## config.mk

```make
export PLATFORM = sky130hd
export DESIGN_NAME = cfg_hdr_parser
export DESIGN_NICKNAME = d
export VERILOG_FILES = /design/src/rtl/cfg_hdr_pkg.sv /design/src/rtl/hdr_sig_check.sv /design/src/rtl/hdr_down_counter.sv /design/src/rtl/cfg_hdr_parser.sv
export SDC_FILE = /design/constraint.sdc
export NUM_CORES = 1
export LEC_CHECK = 0
export ABC_AREA = 1
export BUFFER_PORTS_ARGS = -buffer_cell sky130_fd_sc_hd__buf_2
export CAP_MARGIN = 20
export CORE_MARGIN = 5
export CORE_UTILIZATION = 34
export CTS_CLUSTER_SIZE = 14
export DETAILED_ROUTE_END_ITERATION = 8
export GPL_ROUTABILITY_DRIVEN = 0
export GPL_TIMING_DRIVEN = 0
export HOLD_SLACK_MARGIN = 0.02
export PLACE_DENSITY_LB_ADDON = 0.2
export SLEW_MARGIN = 20
export SYNTH_ARGS = -nofsm -noshare
export SYNTH_HDL_FRONTEND = slang
export SYNTH_SLANG_ARGS = --single-unit
```

## constraint.sdc

```tcl
create_clock -name clk -period 3.07 [get_ports clk]
set_input_delay 0.307 -clock clk [delete_from_list [all_inputs] [get_ports clk]]
set_output_delay 0.307 -clock clk [all_outputs]
set_load 0.02 [all_outputs]
```

## src/rtl/cfg_hdr_pkg.sv

```systemverilog
`timescale 1ns/1ps
package cfg_hdr_pkg;

  localparam int SIG_LEN   = 13;
  localparam int SIG_IDX_W = $clog2(SIG_LEN);
  localparam int SLEN_W    = 16;
  localparam int PLEN_W    = 32;
  localparam int PLEN_NB   = PLEN_W / 8;
  localparam int PIDX_W    = $clog2(PLEN_NB);
  localparam logic [7:0] LEN_TAG = 8'h65;

  typedef enum logic [3:0] {
    PH_SIG,
    PH_TAG,
    PH_LHI,
    PH_LLO,
    PH_BODY,
    PH_ETAG,
    PH_PLEN,
    PH_PAY,
    PH_DONE,
    PH_ERR
  } phase_t;

  // Expected value of leading signature byte i.
  function automatic logic [7:0] sig_byte(input logic [SIG_IDX_W-1:0] i);
    logic [7:0] v;
    case (i)
      4'd1:                     v = 8'h09;
      4'd2, 4'd4, 4'd6, 4'd8:   v = 8'h0F;
      4'd3, 4'd5, 4'd7, 4'd9:   v = 8'hF0;
      4'd12:                    v = 8'h01;
      default:                  v = 8'h00;
    endcase
    return v;
  endfunction

  // Big-endian 16-bit join of a stored high byte and the current byte.
  function automatic logic [SLEN_W-1:0] be_join16(input logic [7:0] hi, input logic [7:0] lo);
    return {hi, lo};
  endfunction

  // Shift one byte into a big-endian 32-bit accumulator.
  function automatic logic [PLEN_W-1:0] be_push32(input logic [PLEN_W-1:0] cur, input logic [7:0] b);
    return {cur[PLEN_W-9:0], b};
  endfunction

endpackage

```

## src/rtl/hdr_sig_check.sv

```systemverilog
`timescale 1ns/1ps
module hdr_sig_check
  import cfg_hdr_pkg::*;
(
  input  logic       clk,
  input  logic       rst,
  input  logic       step,
  input  logic [7:0] din,
  output logic       mismatch,
  output logic       at_last
);

  logic [SIG_IDX_W-1:0] idx;

  always_ff @(posedge clk) begin
    if (rst)                  idx <= '0;
    else if (step && !at_last) idx <= idx + 1'b1;
  end

  assign mismatch = (din != sig_byte(idx));
  assign at_last  = (idx == SIG_IDX_W'(SIG_LEN - 1));

endmodule

```

## src/rtl/hdr_down_counter.sv

```systemverilog
`timescale 1ns/1ps
module hdr_down_counter #(
  parameter int W = 16
) (
  input  logic         clk,
  input  logic         rst,
  input  logic         load,
  input  logic [W-1:0] load_val,
  input  logic         dec,
  output logic         last
);

  logic [W-1:0] cnt;

  always_ff @(posedge clk) begin
    if (rst)                    cnt <= '0;
    else if (load)              cnt <= load_val;
    else if (dec && cnt != '0)  cnt <= cnt - 1'b1;
  end

  assign last = (cnt == W'(1));

endmodule

```

## src/rtl/cfg_hdr_parser.sv

```systemverilog
`timescale 1ns/1ps
module cfg_hdr_parser
  import cfg_hdr_pkg::*;
#(
  parameter int NSECT = 4,
  parameter int OFF_W = 32
) (
  input  logic                    clk,
  input  logic                    rst,
  input  logic                    in_valid,
  output logic                    in_ready,
  input  logic [7:0]              in_data,
  output logic                    out_valid,
  input  logic                    out_ready,
  output logic [7:0]              out_data,
  output logic [PLEN_W-1:0]       pay_len,
  output logic [NSECT*OFF_W-1:0]  sect_off,
  output logic [NSECT*SLEN_W-1:0] sect_len,
  output logic                    busy,
  output logic                    header_ok,
  output logic                    error,
  output logic                    done
);

  localparam int SIDX_W = (NSECT > 1) ? $clog2(NSECT) : 1;

  phase_t st, st_d;

  logic              acc;
  logic              sig_bad, sig_last, tag_bad;
  logic              body_last, pay_last;
  logic              sect_end, sect_rec, hdr_fire;
  logic              last_sect;
  logic [SIDX_W-1:0] sidx;
  logic [PIDX_W-1:0] pidx;
  logic [7:0]        slen_hi;
  logic [SLEN_W-1:0] slen_now;
  logic [PLEN_W-1:0] plen_q, plen_now;
  logic [OFF_W-1:0]  pos;
  logic              started, hok_q;

  // Handshake and pass-through
  assign in_ready  = (st == PH_PAY) ? out_ready : 1'b1;
  assign acc       = in_valid && in_ready;
  assign out_valid = (st == PH_PAY) && in_valid;
  assign out_data  = in_data;

  // Named events
  assign slen_now  = be_join16(slen_hi, in_data);
  assign plen_now  = be_push32(plen_q, in_data);
  assign last_sect = (sidx == SIDX_W'(NSECT - 1));
  assign tag_bad   = acc && (st == PH_ETAG) && (in_data != LEN_TAG);
  assign sect_rec  = acc && (st == PH_LLO);
  assign sect_end  = (sect_rec && slen_now == '0) || (acc && st == PH_BODY && body_last);
  assign hdr_fire  = acc && (st == PH_PLEN) && (pidx == PIDX_W'(PLEN_NB - 1));

  logic sig_miss;
  hdr_sig_check u_sig (
    .clk     (clk),
    .rst     (rst),
    .step    (acc && st == PH_SIG),
    .din     (in_data),
    .mismatch(sig_miss),
    .at_last (sig_last)
  );
  assign sig_bad = acc && (st == PH_SIG) && sig_miss;

  hdr_down_counter #(.W(SLEN_W)) u_body (
    .clk     (clk),
    .rst     (rst),
    .load    (sect_rec),
    .load_val(slen_now),
    .dec     (acc && st == PH_BODY),
    .last    (body_last)
  );

  hdr_down_counter #(.W(PLEN_W)) u_pay (
    .clk     (clk),
    .rst     (rst),
    .load    (hdr_fire),
    .load_val(plen_now),
    .dec     (acc && st == PH_PAY),
    .last    (pay_last)
  );

  // Phase sequencing
  always_comb begin
    st_d = st;
    if (acc) begin
      case (st)
        PH_SIG:  if (sig_miss) st_d = PH_ERR;
                 else if (sig_last) st_d = PH_TAG;
        PH_TAG:  st_d = PH_LHI;
        PH_LHI:  st_d = PH_LLO;
        PH_LLO:  if (slen_now == '0) st_d = last_sect ? PH_ETAG : PH_TAG;
                 else st_d = PH_BODY;
        PH_BODY: if (body_last) st_d = last_sect ? PH_ETAG : PH_TAG;
        PH_ETAG: st_d = (in_data == LEN_TAG) ? PH_PLEN : PH_ERR;
        PH_PLEN: if (pidx == PIDX_W'(PLEN_NB - 1))
                   st_d = (plen_now == '0) ? PH_DONE : PH_PAY;
        PH_PAY:  if (pay_last) st_d = PH_DONE;
        default: st_d = st;
      endcase
    end
  end

  always_ff @(posedge clk) begin
    if (rst) begin
      st      <= PH_SIG;
      sidx    <= '0;
      pidx    <= '0;
      slen_hi <= '0;
      plen_q  <= '0;
      pos     <= '0;
      started <= 1'b0;
      hok_q   <= 1'b0;
    end else begin
      st <= st_d;
      if (acc) started <= 1'b1;
      if (acc && st != PH_PAY && st != PH_DONE && st != PH_ERR) pos <= pos + 1'b1;
      if (acc && st == PH_LHI) slen_hi <= in_data;
      if (sect_end && !last_sect) sidx <= sidx + 1'b1;
      if (acc && st == PH_PLEN) begin
        plen_q <= plen_now;
        pidx   <= pidx + 1'b1;
      end
      if (hdr_fire) hok_q <= 1'b1;
    end
  end

  // Per-section records
  for (genvar g = 0; g < NSECT; g++) begin : g_sect
    logic [OFF_W-1:0]  off_q;
    logic [SLEN_W-1:0] len_q;
    always_ff @(posedge clk) begin
      if (rst) begin
        off_q <= '0;
        len_q <= '0;
      end else if (sect_rec && sidx == SIDX_W'(g)) begin
        off_q <= pos + 1'b1;
        len_q <= slen_now;
      end
    end
    assign sect_off[g*OFF_W  +: OFF_W]  = off_q;
    assign sect_len[g*SLEN_W +: SLEN_W] = len_q;
  end

  assign pay_len   = plen_q;
  assign header_ok = hok_q;
  assign error     = (st == PH_ERR);
  assign done      = (st == PH_DONE);
  assign busy      = started && !error && !done;

endmodule

```

==> key figures <==
Die
  – Die height: 220 um
  – Die X-Extent: between 200 and 250 um
  – Total die area: between 40000 and 50000 um^2
  – Core region area: 43900 um^2
  – I/O pin cnt: 250
  – Initial Utilization: 0.342
  – # rows: 77

Setup path
  – Critical path depth: 15
  – Critical path capture point type: register
  – CP top delay family: simple AND/OR/NAND/NOR gates
  – Max stage delay on crit path: 0.38 ns
  – Critical Path Start: u_sig.idx[0]
  – Slowest cell on crit path: dfxtp_1
  – R2r worst-path depth: 15
  – Critical Path AT: between 3 and 4 ns
  – Worst-path cell chain: inv_1 > ha_1 > nand3_1 > nand3_1 > nor2_2 > inv_1 > nand2_1 > nand2_1 > nor2_1 > inv_1 > ha_1 > nand2_1 > nand2_1 > nand2_1 > nand2_1
  – CP Data Required Time: approximately 3.5 ns
  – Startpoint Class: register
  – Critical path's most frequent cell: nand2_1
  – Crit Path Class: register to register
  – RR Startpoint: u_sig.idx[0]
  – Worst Path Max Fanout: 8
  – Worst path bufs/invs: 3
  – Internal reg-to-reg setup slack: between 0.5 and 0.6 ns

Yosys
  – Post-synthesis xor/xnor area fraction: 0.0245
  – Most numerous cell in the Yosys netlist: nand2_1
  – Number of synthesized flops with an enable pin: 0
  – YS warnings: 0
  – Area of the mapped netlist: 15000 um^2
  – Adder-cell share of the synthesized area: 0.0142
  – Async set or reset register ratio after synthesis: 0
  – Largest cells by area after synthesis: dfxtp_1 (44%), nand2_1 (11%), a21oi_1 (8.0%), o21ai_0 (5.6%), inv_1 (5.5%)
  – Post-Syn Instances: 2105
  – Synth Area in Simple Gates: 0.239
  – Mux cell area share after synthesis: 0
  – Post-Syn Nets: 2134
  – Netlist cell types: 44
  – Avg Inst Size Synth: 7.13 um^2
  – Register area share after synthesis: 0.440
  – Largest family of logic cells by synthesized area: simple AND/OR/NAND/NOR gates
  – Synth cell count leaders: nand2_1 (446), dfxtp_1 (330), a21oi_1 (239)
  – Main synth FF type: dfxtp_1
  – Synth top area share: 0.440
  – Most area-hungry cell type in the Yosys netlist: dfxtp_1
  – Synth Area in Compound Gates: 0.184
  – Yosys reg bits: 330

Power and ir drop
  – Final Power: 0.0104 W
  – Power Density: ~560 nW/um^2
  – Peak supply drop: 0.000363 V
  – Lkg Pwr: 8.60 nW

Timing
  – Worst Hold Slack: 0.324 ns
  – Final Max Tran Viols: 0
  – Fin. Hold Viols: 0
  – Fmax: 390 MHz
  – Worst Skew: 0.0329 ns
  – Worst slew margin: 0.248
  – Setup-failing EPs final: 0
  – Fin crit share: 0.836
  – RSZ-0062 raised after global routing: false
  – Final TNS setup: 0 ns
  – Min cycle time layout: ~2.6 ns
  – Worst slew pin tran: 1.13 ns

Drt
  – Via count: 15284
  – Initial DRC Count: about 1400
  – Routed vias/inst: 5.07
  – Drt first pass iters: 6
  – WL per Instance: 19.1 um
  – Final wirelength: 57.4 mm
  – Antenna Nets Post-Route: 0
  – Number of remaining DRC errors: 0

Run
  – MaxCap Viol Count: 0

Clock tree
  – CTS H-tree lvls: 2
  – Root Driver: clkbuf_16
  – Total CTS buffers: 39
  – Clk slew on worst S/H paths: 0.06 ns
  – Max clock buf depth: 3
  – Clock sink count: 330
  – Postcts setup bufs: 0
  – CTS resizes: 0
  – Later-pin clock latency in the skew report: 0.58 ns
  – Hold_buf cts: 0
  – CTS tree: built

Finish
  – Area Growth Syn to Fin: 22.6%
  – NumNets Final: around 2400
  – Share of cells above drive strength 1: 0.169
  – Antenna Cells: 0

GRT
  – First-pass GRT wire length: 86.0 mm
  – Pin count of the biggest net entering global routing: 14
  – Total track usage: 0.230
  – Global route overflow: 0
  – Number of antenna violations at the first check in global routing: 0
  – Vias in the first global route: 14424

Place
  – Final HPWL DP: 43.0 mm
  – Port bufs: 244

Outcome
  – Status: completed

Min path
  – Worst min-delay path class: input pin to register
worst min-delay path by stage:
stage,start,end,slack (ns),depth (start not counted)
CTS,in_valid,pidx[1],0.30,5
finish,in_data[2],g_sect[3].len_q[2],0.32,3
global placement,header_ok,header_ok,0.45,1
global route,in_data[2],g_sect[2].len_q[2],0.33,3
detailed placement,g_sect[3].len_q[12],g_sect[3].len_q[12],0.45,2
floorplan,started,started,0.43,2
report_power, final:
group          total (W)  internal, W  switching [W]  leakage (nW)
Sequential       0.00445      0.00437      0.0000841          2.67
Clock            0.00523      0.00325        0.00197         0.706
Combinational   0.000682     0.000184       0.000498          5.23
metrics by stage:
step	area (um^2)	worst slack (ns)	instances	util
final	18400	0.503	3012	0.419
after global routing	18400	0.194	3012	0.419
after CTS	18400	0.489	3012	0.419
after detailed placement	17000	0.111	2941	0.386
after global placement	17000	0.171	2941	0.386
after floorplan	15000	0.998	2105	-
kinds of logic (layout without fill, tap and decap cells):
family | after synthesis | after routing
xor+xnor | 42 | 42
fa+ha+maj | 17 | 17
simple gates | 852 | 852
buf+inv | 356 | 671
flops | 330 | 330
compound gates | 508 | 508
layout make-up:
class                           count  area [um^2]
Tap cell                          592          741
Clock inverter                     23          360
Fill cell                        4622        25500
Clock buffer                       48         1070
Multi-Input combinational cell   1419         6930
Sequential cell                   330         6610
Inverter                          236          888
Buffer                            120          587
Timing Repair Buffer              244         1220
worst min-delay path: cells and delay by family:
kind,cells,cell delay (ns)
buffers and inverters,1,0.31
and+or+nand+nor,1,0.16
AOI/OAI and AO/OA,1,0.06
layer usage:
| layer | track usage | up-vias | part of all wire |
|---|---|---|---|
| li1 | - | 7404 | - |
| met1 | 0.301 | 7244 | 0.43 |
| met4 | 0.0711 | 0 | 0.030 |
| met2 | 0.389 | 539 | 0.47 |
| met3 | 0.0398 | 97 | 0.072 |
| met5 | 0 | - | 0 |
cells in the final DEF (no fill, tap or decap), types with 3 or more instances in the layout:
cell type	n
o21ai_0	167
ha_1	17
nand2_1	446
bufinv_16	9
dfxtp_1	330
a21oi_1	239
clkinv_2	11
buf_6	3
a31oi_1	8
nand3b_1	7
xnor2_1	16
clkbuf_16	41
nor3_1	23
o21bai_1	7
xor2_1	26
nor2_2	6
nand2_2	8
o21a_1	48
clkbuf_1	67
nor2_1	193
buf_2	277
inv_2	16
nand4_1	17
o21ai_1	13
nand3_1	138
o211ai_1	21
buf_4	19
inv_1	218
state kept, by name, summed over array words and instances, names as in the netlist, named ones only:
name	flops
slen_hi	8
st	4
u_sig.idx	4
started	1
sidx	2
u_pay.cnt	32
u_body.cnt	16
g_sect.len_q	64
pay_len	32
pidx	2
header_ok	1
g_sect.off_q	128
pos	32
Power figures use the tool's default switching activity.
